File: config.mk
export PLATFORM = sky130hd
export DESIGN_NAME = adc_irq_reader
export DESIGN_NICKNAME = d
export VERILOG_FILES = /design/src/rtl/adc_rd_pkg.sv /design/src/rtl/adc_rd_seq.sv /design/src/rtl/adc_rd_chan.sv /design/src/rtl/adc_rd_out.sv /design/src/rtl/adc_irq_reader.sv
export SDC_FILE = /design/constraint.sdc
export NUM_CORES = 1
export LEC_CHECK = 0
export BUFFER_PORTS_ARGS = -buffer_cell sky130_fd_sc_hd__buf_4
export CAP_MARGIN = 15
export CORE_ASPECT_RATIO = 1.25
export CORE_MARGIN = 3
export CORE_UTILIZATION = 50
export DETAILED_ROUTE_END_ITERATION = 12
export PLACE_DENSITY_LB_ADDON = 0.25
export REMOVE_ABC_BUFFERS = 1
export SLEW_MARGIN = 30
export SYNTH_ARGS = -nofsm -noshare
export SYNTH_HDL_FRONTEND = slang
export SYNTH_SLANG_ARGS = --single-unit
File: constraint.sdc
create_clock -name clk -period 7.1 [get_ports clk]
set_clock_uncertainty 0.15 [all_clocks]
set_input_delay 0.355 -clock clk [delete_from_list [all_inputs] [get_ports clk]]
set_output_delay 0.355 -clock clk [all_outputs]
set_load 0.01 [all_outputs]
File: src/rtl/adc_rd_pkg.sv
package adc_rd_pkg;

    localparam int DATA_W = 12;

    typedef enum logic [2:0] {
        ST_DOWN,
        ST_WAKE,
        ST_IDLE,
        ST_ARM,
        ST_SAMPLE,
        ST_CONV,
        ST_ACCESS,
        ST_CAPT
    } seq_state_e;

    typedef struct packed {
        logic cs_n;
        logic sh_n;
        logic rd_n;
        logic pd_n;
    } adc_pins_t;

    typedef struct packed {
        logic              chan;
        logic [DATA_W-1:0] data;
    } sample_t;

    // Pulse width must sit in the short band or the long band.
    function automatic bit sh_width_legal(int ns);
        return ((ns >= 5) && (ns <= 40)) || ((ns >= 150) && (ns <= 550));
    endfunction

    function automatic int max_of4(int a, int b, int c, int d);
        int m;
        m = a;
        if (b > m) m = b;
        if (c > m) m = c;
        if (d > m) m = d;
        return m;
    endfunction

    function automatic adc_pins_t pins_for(seq_state_e s);
        adc_pins_t p;
        p = '{cs_n: 1'b1, sh_n: 1'b1, rd_n: 1'b1, pd_n: 1'b1};
        case (s)
            ST_DOWN:    p.pd_n = 1'b0;
            ST_ARM,
            ST_CONV:    p.cs_n = 1'b0;
            ST_SAMPLE:  begin p.cs_n = 1'b0; p.sh_n = 1'b0; end
            ST_ACCESS,
            ST_CAPT:    begin p.cs_n = 1'b0; p.rd_n = 1'b0; end
            default:    ;
        endcase
        return p;
    endfunction

endpackage

File: src/rtl/adc_rd_seq.sv
module adc_rd_seq
    import adc_rd_pkg::*;
#(
    parameter int PERIOD_CYC   = 100,
    parameter int SH_LOW_CYC   = 3,
    parameter int CS_LEAD_CYC  = 2,
    parameter int SEL_HOLD_CYC = 19,
    parameter int ACC_CYC      = 13,
    parameter int TO_CYC       = 196,
    parameter int WAKE_CYC     = 100
) (
    input  logic      clk,
    input  logic      rst,
    input  logic      pd_req,
    input  logic      int_n,
    output adc_pins_t pins,
    output logic      sel_upd,
    output logic      sample_start,
    output logic      capture,
    output logic      timeout_pulse
);

    localparam int CNT_MAX = max_of4(PERIOD_CYC, TO_CYC, WAKE_CYC, ACC_CYC);
    localparam int CW      = $clog2(CNT_MAX + 1);
    localparam logic [CW-1:0] PER_FULL  = CW'(PERIOD_CYC);
    localparam logic [CW-1:0] ARM_AT    = CW'(PERIOD_CYC - CS_LEAD_CYC - 1);
    localparam logic [CW-1:0] HOLD_DONE = CW'(SEL_HOLD_CYC);

    seq_state_e    state_q, state_d;
    logic [CW-1:0] step_q;   // cycles spent in the current state
    logic [CW-1:0] per_q;    // cycles since the last sample edge, saturating
    logic          to_d;

    always_comb begin
        state_d = state_q;
        to_d    = 1'b0;
        unique case (state_q)
            ST_DOWN:   if (!pd_req) state_d = ST_WAKE;
            ST_WAKE: begin
                if (pd_req)                               state_d = ST_DOWN;
                else if (step_q == CW'(WAKE_CYC - 1))     state_d = ST_IDLE;
            end
            ST_IDLE: begin
                if (pd_req)                               state_d = ST_DOWN;
                else if (per_q >= ARM_AT)                 state_d = ST_ARM;
            end
            ST_ARM:    if (step_q == CW'(CS_LEAD_CYC - 1)) state_d = ST_SAMPLE;
            ST_SAMPLE: if (step_q == CW'(SH_LOW_CYC - 1))  state_d = ST_CONV;
            ST_CONV: begin
                if (!int_n)                               state_d = ST_ACCESS;
                else if (step_q == CW'(TO_CYC - 1)) begin
                    state_d = ST_IDLE;
                    to_d    = 1'b1;
                end
            end
            ST_ACCESS: if (step_q == CW'(ACC_CYC - 1))     state_d = ST_CAPT;
            ST_CAPT:                                      state_d = ST_IDLE;
            default:                                      state_d = ST_DOWN;
        endcase
    end

    always_ff @(posedge clk) begin
        if (rst) begin
            state_q       <= ST_DOWN;
            step_q        <= '0;
            per_q         <= PER_FULL;
            pins          <= pins_for(ST_DOWN);
            timeout_pulse <= 1'b0;
        end else begin
            state_q       <= state_d;
            pins          <= pins_for(state_d);
            timeout_pulse <= to_d;
            if (state_d != state_q)  step_q <= '0;
            else if (step_q != '1)   step_q <= step_q + 1'b1;
            if ((state_d == ST_SAMPLE) && (state_q != ST_SAMPLE)) per_q <= '0;
            else if (state_q == ST_WAKE)                           per_q <= PER_FULL;
            else if (per_q < PER_FULL)                             per_q <= per_q + 1'b1;
        end
    end

    assign sel_upd      = (state_q == ST_WAKE) || ((state_q == ST_IDLE) && (per_q >= HOLD_DONE));
    assign sample_start = (state_q == ST_ARM) && (state_d == ST_SAMPLE);
    assign capture      = (state_q == ST_CAPT);

endmodule

File: src/rtl/adc_rd_chan.sv
module adc_rd_chan (
    input  logic clk,
    input  logic rst,
    input  logic sel_upd,
    input  logic sample_start,
    input  logic mode_alt,
    input  logic fixed_chan,
    output logic sel,
    output logic tag
);

    logic target;

    // tag holds the channel of the latest conversion; alternation flips it
    assign target = mode_alt ? ~tag : fixed_chan;

    always_ff @(posedge clk) begin
        if (rst) begin
            sel <= 1'b0;
            tag <= 1'b1;
        end else begin
            if (sample_start) tag <= sel;
            if (sel_upd)      sel <= target;
        end
    end

endmodule

File: src/rtl/adc_rd_out.sv
module adc_rd_out
    import adc_rd_pkg::*;
(
    input  logic              clk,
    input  logic              rst,
    input  logic              capture,
    input  logic [DATA_W-1:0] cap_data,
    input  logic              cap_chan,
    input  logic              m_ready,
    output logic              m_valid,
    output sample_t           m_beat,
    output logic              overrun
);

    logic accept;

    assign accept = !m_valid || m_ready;

    always_ff @(posedge clk) begin
        if (rst) begin
            m_valid <= 1'b0;
            m_beat  <= '0;
            overrun <= 1'b0;
        end else begin
            overrun <= capture && !accept;
            if (capture && accept) begin
                m_valid     <= 1'b1;
                m_beat.chan <= cap_chan;
                m_beat.data <= cap_data;
            end else if (m_ready) begin
                m_valid <= 1'b0;
            end
        end
    end

endmodule

File: src/rtl/adc_irq_reader.sv
module adc_irq_reader
    import adc_rd_pkg::*;
#(
    parameter int CLK_NS        = 10,
    parameter int PERIOD_CYC    = 100,
    parameter int MIN_PERIOD_NS = 1000,
    parameter int SH_LOW_CYC    = 3,
    parameter int CS_LEAD_CYC   = 2,
    parameter int SEL_HOLD_CYC  = 19,
    parameter int ACC_CYC       = 13,
    parameter int CONV_NOM_CYC  = 98,
    parameter int WAKE_CYC      = 100
) (
    input  logic              clk,
    input  logic              rst,
    input  logic              pd_req,
    input  logic              chan_alt,
    input  logic              chan_fixed,
    input  logic              adc_int_n,
    input  logic [DATA_W-1:0] adc_data,
    output logic              adc_pd_n,
    output logic              adc_cs_n,
    output logic              adc_sh_n,
    output logic              adc_rd_n,
    output logic              adc_sel,
    output logic              m_valid,
    input  logic              m_ready,
    output logic [DATA_W-1:0] m_data,
    output logic              m_chan,
    output logic              overrun,
    output logic              timeout_err
);

    localparam int TO_CYC = 2 * CONV_NOM_CYC;

    // Elaboration-time limits
    if (!sh_width_legal(SH_LOW_CYC * CLK_NS)) begin : g_bad_sh_width
        $error("sample pulse width outside both legal bands");
    end
    if (PERIOD_CYC * CLK_NS < MIN_PERIOD_NS) begin : g_bad_period
        $error("sample period shorter than converter minimum");
    end
    if (SEL_HOLD_CYC * CLK_NS < 185) begin : g_bad_sel_hold
        $error("select hold window too short");
    end
    if ((ACC_CYC + 1) * CLK_NS < 125) begin : g_bad_access
        $error("read strobe shorter than access time");
    end
    if (WAKE_CYC * CLK_NS < 1000) begin : g_bad_wake
        $error("wake-up wait too short");
    end
    if ((CS_LEAD_CYC < 1) || (PERIOD_CYC <= SEL_HOLD_CYC + CS_LEAD_CYC + 1)) begin : g_bad_slots
        $error("period too short for select hold and chip-select lead");
    end

    adc_pins_t pins;
    sample_t   beat;
    logic      sel_upd, sample_start, capture, chan_tag;

    adc_rd_seq #(
        .PERIOD_CYC  (PERIOD_CYC),
        .SH_LOW_CYC  (SH_LOW_CYC),
        .CS_LEAD_CYC (CS_LEAD_CYC),
        .SEL_HOLD_CYC(SEL_HOLD_CYC),
        .ACC_CYC     (ACC_CYC),
        .TO_CYC      (TO_CYC),
        .WAKE_CYC    (WAKE_CYC)
    ) u_seq (
        .clk          (clk),
        .rst          (rst),
        .pd_req       (pd_req),
        .int_n        (adc_int_n),
        .pins         (pins),
        .sel_upd      (sel_upd),
        .sample_start (sample_start),
        .capture      (capture),
        .timeout_pulse(timeout_err)
    );

    adc_rd_chan u_chan (
        .clk         (clk),
        .rst         (rst),
        .sel_upd     (sel_upd),
        .sample_start(sample_start),
        .mode_alt    (chan_alt),
        .fixed_chan  (chan_fixed),
        .sel         (adc_sel),
        .tag         (chan_tag)
    );

    adc_rd_out u_out (
        .clk     (clk),
        .rst     (rst),
        .capture (capture),
        .cap_data(adc_data),
        .cap_chan(chan_tag),
        .m_ready (m_ready),
        .m_valid (m_valid),
        .m_beat  (beat),
        .overrun (overrun)
    );

    assign adc_pd_n = pins.pd_n;
    assign adc_cs_n = pins.cs_n;
    assign adc_sh_n = pins.sh_n;
    assign adc_rd_n = pins.rd_n;
    assign m_data   = beat.data;
    assign m_chan   = beat.chan;

endmodule

# --- Word-level counts from Yosys, hierarchy flattened ---
# Cells that the tools add are included.
# W data, S select, Z words.
word_totals:
  in_bits: 19
  romBits: 0
  ramBits: 0
  output_inout_bits: 21
  latch_bits: 0
  mem_count: 0
  ff_bits: 41
classes:
  eq_ne: 20
  shifts: 0
  div_mod_pow: 0
  n_lt_le_gt_ge: 3
  muxes: 22
  reduce_logical: 18
  n_bitwise: 3
  n_mul: 0
  add_sub_neg: 2
op_table:
  columns: ["op", "n"]
  rows:
  - ["$mux W3", 10]
  - ["$eq A3 B3 Y1 const B", 8]
  - ["$pmux W3 S8", 1]
  - ["$mux W7", 3]
  - ["$add A8 B1 Y8 const B", 2]
  - ["$eq A3 B2 Y1 const B", 3]
  - ["$eq A8 B1 Y1 const B", 1]
  - ["$eq A8 B2 Y1 const B", 1]
  - ["$eq A8 B4 Y1 const B", 1]
  - ["$eq A8 B7 Y1 const B", 1]
  - ["$eq A8 B8 Y1 const B", 1]
  - ["$ge A8 B5 Y1 const B", 1]
  - ["$ge A8 B7 Y1 const B", 1]
  - ["$lt A8 B7 Y1 const B", 1]
  - ["$mux W1", 8]
  - ["$ne A8 B8 Y1 const B", 1]
  - ["$logic_not A3 Y1", 2]
  - ["$reduce_or A3 Y1", 2]
  - ["$logic_and A1 B1 Y1", 5]
  - ["$reduce_or A5 Y1", 1]
  - ["$reduce_or A2 Y1", 2]
  - ["$eq A3 B1 Y1 const B", 1]
  - ["$ne A3 B3 Y1", 1]
  - ["$ne A3 B3 Y1 const B", 1]
  - ["5 further kinds", 9]

# --- Depth between registers and ports, before layout ---
# Gate-level depths: netlist of the first run.
depth:
  word_depth: 7
  ltp_mapped: 8
  mapped_depth_nobuf: 8

# --- Modules after synthesis ---
# A second synthesis of the first run with hierarchy kept.
unflattened:
  cells_unflattened: 232
  hier_area_um2: 2107.0
by_module_without_submodules:
  columns: ["module", "area_each_um2", "cells_each", "instances"]
  rows:
  - ["adc_rd_seq", 1356.3, 161, 1]
  - ["adc_rd_out", 670.6, 63, 1]
  - ["adc_rd_chan", 80.1, 8, 1]

# --- Least setup slack after synthesis of the first run ---
# Ideal clock, no wire load.
synth_path:
  kind: "reg2reg"
  start: "register u_seq.per_q[1]"
  end: "register u_seq.step_q[6]"
  synth_period_minus_slack_ns: 2.272
  required_time_ns: 6.862
  arrival_time_ns: 2.035
  path_stages_with_launch: 9
  path_slack_ns: 4.828
  cell_sequence: "dfxtp_1 inv_1 ha_1 or3b_2 o2111ai_1 a21oi_1 a2111oi_4 xnor2_2 nor4_2"
synth_between:
  elab_chain_cells: 6
synth_rtl:
  columns: ["item", "line_no", "rtl"]
  rows:
  - ["from (decl)", "adc_rd_seq.sv:31", "logic [CW-1:0] per_q;"]
  - ["from (signal assigned)", "adc_rd_seq.sv:77", "else if (per_q < PER_FULL) per_q <= per_q + 1'b1;"]
  - ["$ge A8 B7 Y1", "adc_rd_seq.sv:45", "else if (per_q >= ARM_AT) state_d = ST_ARM;"]
  - ["$mux W3", "adc_rd_seq.sv:45", null]
  - ["$mux W3", "adc_rd_seq.sv:44", "if (pd_req) state_d = ST_DOWN;"]
  - ["$pmux W3 S8", "adc_rd_seq.sv:37", "unique case (state_q)"]
  - ["$ne A3 B3 Y1", "adc_rd_seq.sv:73", "if (state_d != state_q) step_q <= '0;"]
  - ["$reduce_or A2 Y1 (no source line)", null, null]
  - ["to (signal assigned)", "adc_rd_seq.sv:74", "else if (step_q != '1) step_q <= step_q + 1'b1;"]
  - ["to (decl)", "adc_rd_seq.sv:30", "logic [CW-1:0] step_q;"]
# No other way between the ends.
# A chain may end at the register's enable or synchronous reset.

# --- Final worst setup path of the first run ---
# Ends and elaborated chain as after synthesis.

==> results of run 1 <==
## area by class of cell
type,instances,area [um2]
multi-input combinational,166,1050
clock buffer,6,82.6
clock inverter,2,13.8
sequential,41,821
timing repair buffer,39,293
fill,294,1270
tap,52,65.1
inverter,10,37.5
## registers in the layout, summed over array words and instances, names as in the netlist
signal and flops:
u_chan.sel 1, u_chan.tag 1, u_out.m_beat 13, u_out.m_valid 1, u_out.overrun 1, u_seq.per_q 8
u_seq.pins 4, u_seq.state_q 3, u_seq.step_q 8, u_seq.timeout_pulse 1
## metrics by stage
stage	util [%]	hold WS (ps)
floorplan	-	274
global placement	62.4	291
detailed placement	62.4	299
CTS	65.1	148
global route	65.1	149
finish	65.1	151
## worst register-to-register path, cell delays in order (launching register included)
cell and delay (ps):
dfxtp_1 380, inv_1 80, ha_1 170, or3b_2 430, o2111ai_1 220, a21oi_1 130, a2111oi_4 380, xnor2_2 220
nor4_2 280
## per-layer routing
metal,wire [um],global-route usage [%],vias to the layer above
met5,0,0,-
met3,184,4.08,4
li1,-,-,867
met2,1980,29.8,31
met1,1700,23.1,771
met4,42,6.37,0
## final timing paths
check | from | slack (ps) | endpoint | cells past startpoint
setup / recovery | u_seq.per_q[1]$_SDFFE_PP0P_ | 4600 | u_seq.step_q[6]$_SDFFE_PP0P_ | 8
hold / removal | adc_data[9] | 150 | u_out.m_beat[9]$_SDFFE_PP0P_ | 3
setup reg to reg | u_seq.per_q[1]$_SDFFE_PP0P_ | 4600 | u_seq.step_q[6]$_SDFFE_PP0P_ | 8
hold reg to reg | u_out.m_beat[8]$_SDFFE_PP0P_ | 310 | u_out.m_beat[8]$_SDFFE_PP0P_ | 2
## kinds of logic (layout without fill, tap and decap cells)
family | count (synthesis) | after routing | synth area share, %
fa+ha+maj | 7 | 7 | 4.48
flops | 41 | 41 | 41.9
buf+inv | 18 | 57 | 4.28
mux | 3 | 3 | 1.53
xor+xnor | 10 | 10 | 4.86
compound gates | 44 | 44 | 15.0
simple gates | 102 | 102 | 27.9
## where the power goes
group          total (uW)  internal [uW]  switching (uW)
Clock                 158           78.7            78.9
Combinational        25.5           13.1            12.4
Sequential            234            232            2.73
Total                 417            323            94.0
## synth_stat cells, types with 3 or more instances
library cell / instances
nor2_1: 19
ha_1: 7
or3_1: 3
nand2_1: 35
nor3_1: 12
a31oi_1: 4
xnor2_1: 4
nand3_1: 7
nand4_1: 6
a21oi_1: 21
nor2b_1: 3
dfxtp_1: 41
clkbuf_1: 5
inv_1: 10
mux2i_1: 3
a21o_1: 3
xor2_1: 5
==> report_table.html, run 1 <==
<table>
<tr><th>Metric</th><th>Value</th></tr>
<tr><th colspan="2">Global route</th></tr>
<tr><td>Via count of the first global-routing pass</td><td>approximately 1500</td></tr>
<tr><td>Antenna violations before repair</td><td>0</td></tr>
<tr><td>Largest net degree at the start of global routing</td><td>31</td></tr>
<tr><td>First-pass GRT wire length</td><td>roughly 6800 um</td></tr>
<tr><td>Overall fraction of global-route tracks in use</td><td>between 10% and 20%</td></tr>
<tr><td>Overflow after GRT</td><td>0</td></tr>
<tr><th colspan="2">Synth</th></tr>
<tr><td>Most area-hungry cell type in the Yosys netlist</td><td>dfxtp_1</td></tr>
<tr><td>Gate count after technology mapping</td><td>roughly 230</td></tr>
<tr><td>Number of enable-type register cells in the synthesized netlist</td><td>0</td></tr>
<tr><td>Post-synth ARST share</td><td>0%</td></tr>
<tr><td>Average instance area after synthesis</td><td>between 8 and 9 um2</td></tr>
<tr><td>Most area-consuming cells after synthesis</td><td>dfxtp_1 42%, nand2_1 6.7%, a21oi_1 5.4%</td></tr>
<tr><td>Syn Std Cell Area</td><td>between 1500 and 2000 um2</td></tr>
<tr><td>Total of flip-flops plus latches after synthesis</td><td>41</td></tr>
<tr><td>Count of synthesis-stage warnings from yosys</td><td>0</td></tr>
<tr><td>Area share of the largest cell type after synthesis</td><td>about two fifths</td></tr>
<tr><td>Top FF cell, synth</td><td>dfxtp_1</td></tr>
<tr><td>Number of distinct library cells after synthesis</td><td>46</td></tr>
<tr><td>Sequential share of the synthesized area</td><td>about two fifths</td></tr>
<tr><th colspan="2">Floorplanning</th></tr>
<tr><td>Height of the die</td><td>about 76 um</td></tr>
<tr><td>Rows</td><td>24</td></tr>
<tr><td>Area of the die</td><td>roughly 4700 um2</td></tr>
<tr><td>Initial core utilization</td><td>a little over half</td></tr>
<tr><td>Core ar.</td><td>~3600 um2</td></tr>
<tr><td>Die span in x</td><td>62.0 um</td></tr>
<tr><td>Top-level port count</td><td>40</td></tr>
<tr><th colspan="2">Routing</th></tr>
<tr><td>Violation count after the first detailed-route iteration</td><td>70</td></tr>
<tr><td>Number of nets with antenna violations after routing</td><td>0</td></tr>
<tr><td>Total wirelength of the detailed-routed design</td><td>3910 um</td></tr>
<tr><td>Routed length per placed instance</td><td>12.4 um</td></tr>
<tr><td>Routed vias</td><td>1673</td></tr>
<tr><td>Remaining design rule violation count</td><td>0</td></tr>
<tr><td>Drt first pass iters</td><td>4</td></tr>
<tr><td>DR vias/cell</td><td>around 5.3</td></tr>
<tr><th colspan="2">Critical path</th></tr>
<tr><td>Worst Path Buf+Inv</td><td>1</td></tr>
<tr><td>Cells along the critical path</td><td>inv_1 &gt; ha_1 &gt; or3b_2 &gt; o2111ai_1 &gt; a21oi_1 &gt; a2111oi_4 &gt; xnor2_2 &gt; nor4_2</td></tr>
<tr><td>Cell with the largest stage delay on the worst path</td><td>or3b_2</td></tr>
<tr><td>Highest cell delay on the worst timing path</td><td>around 430 ps</td></tr>
<tr><td>Endpoint kind of the worst setup timing path</td><td>register</td></tr>
<tr><td>Crit Path Category</td><td>register to register</td></tr>
<tr><td>Startpoint class of the critical path</td><td>register</td></tr>
<tr><td>Critical path's top delay family</td><td>compound AO/OA/AOI/OAI gates</td></tr>
<tr><td>Top fanout value on the critical path</td><td>8</td></tr>
<tr><td>CP Data Required Time</td><td>~7000 ps</td></tr>
<tr><td>Data arrival time at the worst-slack endpoint</td><td>about 2600 ps</td></tr>
<tr><th colspan="2">Layout</th></tr>
<tr><td>Area delta synth-&gt;final</td><td>20.8%</td></tr>
<tr><td>Most common cell after layout, fill and taps aside</td><td>dfxtp_1</td></tr>
<tr><td>Final Instance Count excl. Fillers</td><td>roughly 320</td></tr>
<tr><td>Post-Layout Inst Area</td><td>about 2400 um2</td></tr>
<tr><td>Commonest non-fill, non-tap cells in the layout</td><td>41 x dfxtp_1, 39 x buf_4, 35 x nand2_1</td></tr>
<tr><td>Ant. Diodes</td><td>0</td></tr>
<tr><td>Layout Nets</td><td>slightly below 300</td></tr>
<tr><td>Share of final-layout standard cells stronger than drive strength 1</td><td>between 20% and 30%</td></tr>
<tr><th colspan="2">Placed design</th></tr>
<tr><td>Post-placement cell area</td><td>roughly 2300 um2</td></tr>
<tr><td>Final HPWL from detailed placement</td><td>2920 um</td></tr>
<tr><td>Port Buffers</td><td>39</td></tr>
<tr><td>Placer congestion estimate</td><td>about 0.76</td></tr>
<tr><td>Post-place setup slack</td><td>4560 ps</td></tr>
<tr><td>Placed Instances</td><td>between 300 and 400</td></tr>
<tr><th colspan="2">Timing</th></tr>
<tr><td>Setup repair after global routing missed its margin</td><td>no</td></tr>
<tr><td>Final TNS setup</td><td>0 ps</td></tr>
<tr><td>Final setup violation count</td><td>0</td></tr>
<tr><td>Count of endpoints failing hold in the final timing report</td><td>0</td></tr>
<tr><td>Worst path setup slack after routing</td><td>approximately 4600 ps</td></tr>
<tr><td>Maximum clock rate</td><td>around 400 MHz</td></tr>
<tr><td>Rel. slew slack</td><td>a little over two fifths</td></tr>
<tr><td>Clock period minus worst slack</td><td>2500 ps</td></tr>
<tr><td>Final number of max-transition violations</td><td>0</td></tr>
<tr><td>Period Utilization, post-route</td><td>a little over a third</td></tr>
<tr><td>Transition time of the tightest slew-check pin</td><td>approximately 850 ps</td></tr>
<tr><th colspan="2">Clock tree</th></tr>
<tr><td>Sink Count</td><td>41</td></tr>
<tr><td>CTS resizes</td><td>0</td></tr>
<tr><td>Clock tree from TritonCTS</td><td>yes</td></tr>
<tr><td>Clock transition at path regs</td><td>roughly 80 ps</td></tr>
<tr><td>Hold-fix buffers, CTS</td><td>0</td></tr>
<tr><td>Total number of H-tree levels</td><td>2</td></tr>
<tr><td>Inserted Clock Buffers</td><td>5</td></tr>
<tr><td>Worst skew pair latency</td><td>between 200 and 300 ps</td></tr>
<tr><td>Buffer count from post-CTS setup fixing</td><td>0</td></tr>
<tr><td>CTS max path bufs</td><td>2</td></tr>
<tr><td>Clock tree root driver cell</td><td>clkbuf_8</td></tr>
<tr><th colspan="2">Outcome</th></tr>
<tr><td>Status</td><td>finished, final reports clean</td></tr>
<tr><th colspan="2">Power</th></tr>
<tr><td>Total chip power</td><td>between 400 and 500 uW</td></tr>
<tr><td>PD cells</td><td>176 nW/um2</td></tr>
<tr><td>Leakage component of the power</td><td>slightly above 0.0009 uW</td></tr>
<tr><td>Worst-case vdd ir drop</td><td>approximately 0.14 mV</td></tr>
<tr><th colspan="2">Worst hold path</th></tr>
<tr><td>Min-delay worst type</td><td>input pin to register</td></tr>
<tr><th colspan="2">Run</th></tr>
<tr><td>Maximum capacitance violations</td><td>0</td></tr>
</table>
Note: power is estimated with default switching activity, not from simulation.
==> run 2, diff against run 1 <==
- CORE_UTILIZATION: 50 -> 49
- clock period: 7.1 -> 2.3 ns (I/O delays scaled with it)
==> run 2 against run 1 <==
Compared with the run above: via count increased by 8.4%; final cell count increased by 9.8%; count of clock-buffer cells in the layout unchanged; combinational power increased to 4.5 times the previous value; critical path type unchanged.
==> report_table.html, run 2 (synthesis results as in run 1) <==
<table>
<tr><th>Metric</th><th>Value</th></tr>
<tr><th colspan="2">Layout</th></tr>
<tr><td>Share of final-layout standard cells stronger than drive strength 1</td><td>25.9% (+4.7 points)</td></tr>
<tr><td>Post-Layout Inst Area</td><td>2660 um2 (+13%)</td></tr>
<tr><td>Area delta synth-&gt;final</td><td>36.1%</td></tr>
<tr><td>Commonest non-fill, non-tap cells in the layout</td><td>54 x buf_4, 39 x dfxtp_1, 35 x nand2_1</td></tr>
<tr><td>Largest registers ranked by flip-flop count</td><td>u_out.m_beat (13), u_seq.per_q (8), u_seq.step_q (8)</td></tr>
<tr><td>Ant. Diodes</td><td>0 (unchanged)</td></tr>
<tr><td>Most common cell after layout, fill and taps aside</td><td>buf_4</td></tr>
<tr><td>Register ranked first by flip-flop count</td><td>u_out.m_beat</td></tr>
<tr><td>Layout Nets</td><td>318 (+10%)</td></tr>
<tr><td>Flip-flop count of the largest register after layout</td><td>13 (unchanged)</td></tr>
<tr><th colspan="2">Critical path</th></tr>
<tr><td>Register-to-Register Setup Slack</td><td>5 ps (-4590 ps)</td></tr>
<tr><td>Data arrival time at the worst-slack endpoint</td><td>2360 ps (-200 ps)</td></tr>
<tr><td>Startpoint class of the critical path</td><td>register</td></tr>
<tr><td>Top fanout value on the critical path</td><td>8 (unchanged)</td></tr>
<tr><td>Endpoint kind of the worst setup timing path</td><td>register</td></tr>
<tr><td>Worst Reg-to-Reg Cells</td><td>8 (unchanged)</td></tr>
<tr><td>Crit Path Category</td><td>register to register</td></tr>
<tr><td>CP Data Required Time</td><td>2360 ps (-4800 ps)</td></tr>
<tr><th colspan="2">Power</th></tr>
<tr><td>Worst-case vdd ir drop</td><td>0.385 mV (+170%)</td></tr>
<tr><td>PD cells</td><td>527 nW/um2 (+200%)</td></tr>
<tr><td>Sequential share of power</td><td>51.2% (-4.9 points)</td></tr>
<tr><td>Switching power total</td><td>298 uW (+220%)</td></tr>
<tr><td>Clock group share of total power</td><td>40.6% (+2.8 points)</td></tr>
<tr><td>Internal Power</td><td>1100 uW (+240%)</td></tr>
<tr><td>Leakage component of the power</td><td>0.00106 uW (+15%)</td></tr>
<tr><td>Switching portion of total power</td><td>21.3% (-1.3 points)</td></tr>
<tr><td>Part of the total power dissipated in combinational logic</td><td>8.2% (+2.1 points)</td></tr>
<tr><th colspan="2">Timing</th></tr>
<tr><td>Final TNS setup</td><td>0 ps (unchanged)</td></tr>
<tr><td>Transition time of the tightest slew-check pin</td><td>482 ps (-372 ps)</td></tr>
<tr><td>Setup repair after global routing missed its margin</td><td>yes</td></tr>
<tr><td>Maximum clock rate</td><td>436 MHz (+9.1%)</td></tr>
<tr><td>Final number of max-transition violations</td><td>0 (unchanged)</td></tr>
<tr><td>Clock period minus worst slack</td><td>2300 ps (-208 ps)</td></tr>
<tr><td>Period Utilization, post-route</td><td>99.8% (+65 points)</td></tr>
<tr><td>Rel. slew slack</td><td>67.9% (+25 points)</td></tr>
<tr><td>Count of endpoints failing hold in the final timing report</td><td>0 (unchanged)</td></tr>
<tr><td>Final setup violation count</td><td>0 (unchanged)</td></tr>
<tr><th colspan="2">Routing</th></tr>
<tr><td>Violation count after the first detailed-route iteration</td><td>52 (-26%)</td></tr>
<tr><td>Remaining design rule violation count</td><td>0 (unchanged)</td></tr>
<tr><td>Routed vias</td><td>1813 (+8.4%)</td></tr>
<tr><td>Drt first pass iters</td><td>4 (unchanged)</td></tr>
<tr><td>Number of nets with antenna violations after routing</td><td>0 (unchanged)</td></tr>
<tr><td>DR vias/cell</td><td>5.22 (-1.3%)</td></tr>
<tr><td>Routed length per placed instance</td><td>12.9 um (+4.3%)</td></tr>
<tr><td>Total wirelength of the detailed-routed design</td><td>4480 um (+15%)</td></tr>
<tr><th colspan="2">Floorplanning</th></tr>
<tr><td>Rows</td><td>25 (+4.2%)</td></tr>
<tr><td>Height of the die</td><td>76.7 um (+0.93%)</td></tr>
<tr><td>Core ar.</td><td>3820 um2 (+5.0%)</td></tr>
<tr><td>Top-level port count</td><td>40 (unchanged)</td></tr>
<tr><td>Die span in x</td><td>62.5 um (+0.92%)</td></tr>
<tr><td>Area of the die</td><td>4790 um2 (+1.9%)</td></tr>
<tr><td>Initial core utilization</td><td>51.3% (-2.6 points)</td></tr>
<tr><th colspan="2">Clock tree</th></tr>
<tr><td>Total number of H-tree levels</td><td>2 (unchanged)</td></tr>
<tr><td>Inserted Clock Buffers</td><td>5 (unchanged)</td></tr>
<tr><td>CTS max path bufs</td><td>2 (unchanged)</td></tr>
<tr><td>Sink Count</td><td>41 (unchanged)</td></tr>
<tr><td>Worst skew pair latency</td><td>290 ps (about the same)</td></tr>
<tr><td>Clock tree from TritonCTS</td><td>yes</td></tr>
<tr><td>Clock transition at path regs</td><td>80 ps (about the same)</td></tr>
<tr><td>Clock tree root driver cell</td><td>clkbuf_8</td></tr>
<tr><th colspan="2">Placed design</th></tr>
<tr><td>Final HPWL from detailed placement</td><td>3190 um (+9.2%)</td></tr>
<tr><td>Post-placement cell area</td><td>2380 um2 (+4.7%)</td></tr>
<tr><td>Placer congestion estimate</td><td>0.800 (+4.9%)</td></tr>
<tr><td>Port Buffers</td><td>39 (unchanged)</td></tr>
<tr><th colspan="2">Worst hold path</th></tr>
<tr><td>Worst hold path stage count</td><td>3 (unchanged)</td></tr>
<tr><td>Min-delay worst type</td><td>input pin to register</td></tr>
<tr><th colspan="2">Outcome</th></tr>
<tr><td>Status</td><td>finished, final reports clean</td></tr>
<tr><th colspan="2">Global route</th></tr>
<tr><td>Antenna violations before repair</td><td>0 (unchanged)</td></tr>
<tr><td>Overall fraction of global-route tracks in use</td><td>18.7% (+0.32 points)</td></tr>
<tr><td>Via count of the first global-routing pass</td><td>1725 (+11%)</td></tr>
<tr><td>Largest net degree at the start of global routing</td><td>31 (unchanged)</td></tr>
<tr><td>First-pass GRT wire length</td><td>7370 um (+8.7%)</td></tr>
<tr><td>Overflow after GRT</td><td>0 (unchanged)</td></tr>
<tr><th colspan="2">Run</th></tr>
<tr><td>Maximum capacitance violations</td><td>0 (unchanged)</td></tr>
</table>
-- run 2: cell count changes in the layout (fill, tap and decap cells not counted), sizes merged --
cell,delta
buf,+15
clkinv,-1
dlygate4sd3,+14
bufinv,+1
-- run 2: worst max-delay path, stage by stage, from the launching register on --
cell and delay [ps]:
dfxtp_2 340, inv_2 40, ha_2 160, or3b_4 360, o2111ai_2 210, a21oi_2 100, a2111oi_4 440, xnor2_4 190
nor4_2 220
-- run 2: final timing paths --
| check | start | end |
|---|---|---|
| worst max-delay path | u_seq.per_q[1]$_SDFFE_PP0P_ | u_seq.step_q[6]$_SDFFE_PP0P_ |
| worst min-delay path | chan_fixed | u_chan.sel$_SDFFE_PP0P_ |
| worst max register to register | u_seq.per_q[1]$_SDFFE_PP0P_ | u_seq.step_q[6]$_SDFFE_PP0P_ |
| worst min register to register | u_out.m_beat[11]$_SDFFE_PP0P_ | u_out.m_beat[11]$_SDFFE_PP0P_ |
-- run 2: cell type report --
class / instances / area, um2
fill: 320 / 1150
multi-input combinational: 166 / 1080
sequential: 41 / 823
timing repair buffer: 68 / 546
clock buffer: 6 / 72.6
tap: 54 / 67.6
clock inverter: 2 / 38.8
inverter: 10 / 37.5
-- run 2: metal layers --
layer,vias to the layer above,routed length [um],global-route usage (%)
li1,922,-,-
met1,841,1890,20.6
met2,44,2340,34.6
met3,6,193,3.95
met4,0,61,7.06
met5,-,0,0
-- run 2: power groups by stage --
stage / clock network [uW] / registers, uW / logic [uW]
global placement: 0 / 735 / 89.8
floorplan: 0 / 739 / 35.3
finish: 570 / 718 / 115
detailed placement: 0 / 735 / 90.9
CTS: 591 / 718 / 110
global route: 610 / 719 / 125
-- run 2: what timing repair did --
| item | 4_1_cts | 5_1_grt |
|---|---|---|
| pin swaps | 1 | 5 |
| endpoints found under the setup margin | 2 | 7 |
| resized for setup | 2 | 6 |
| buffers inserted | 0 | 1 |
| hold endpoints to repair | 14 | 0 |
| hold buffers | 14 | 0 |
-- run 2: stage by stage --
stage                     power [uW]  worst slack, ps  util, %  instances  hold WS, ps
after global placement           824             52.5     62.3        324          214
after global routing            1450             -106     69.8        347         32.2
after floorplan                  775             27.7        -        217         34.1
final                           1400             4.71     69.8        347         27.8
after detailed placement         826            -15.2     62.3        324          225
after CTS                       1420            -3.40     69.1        346         17.7
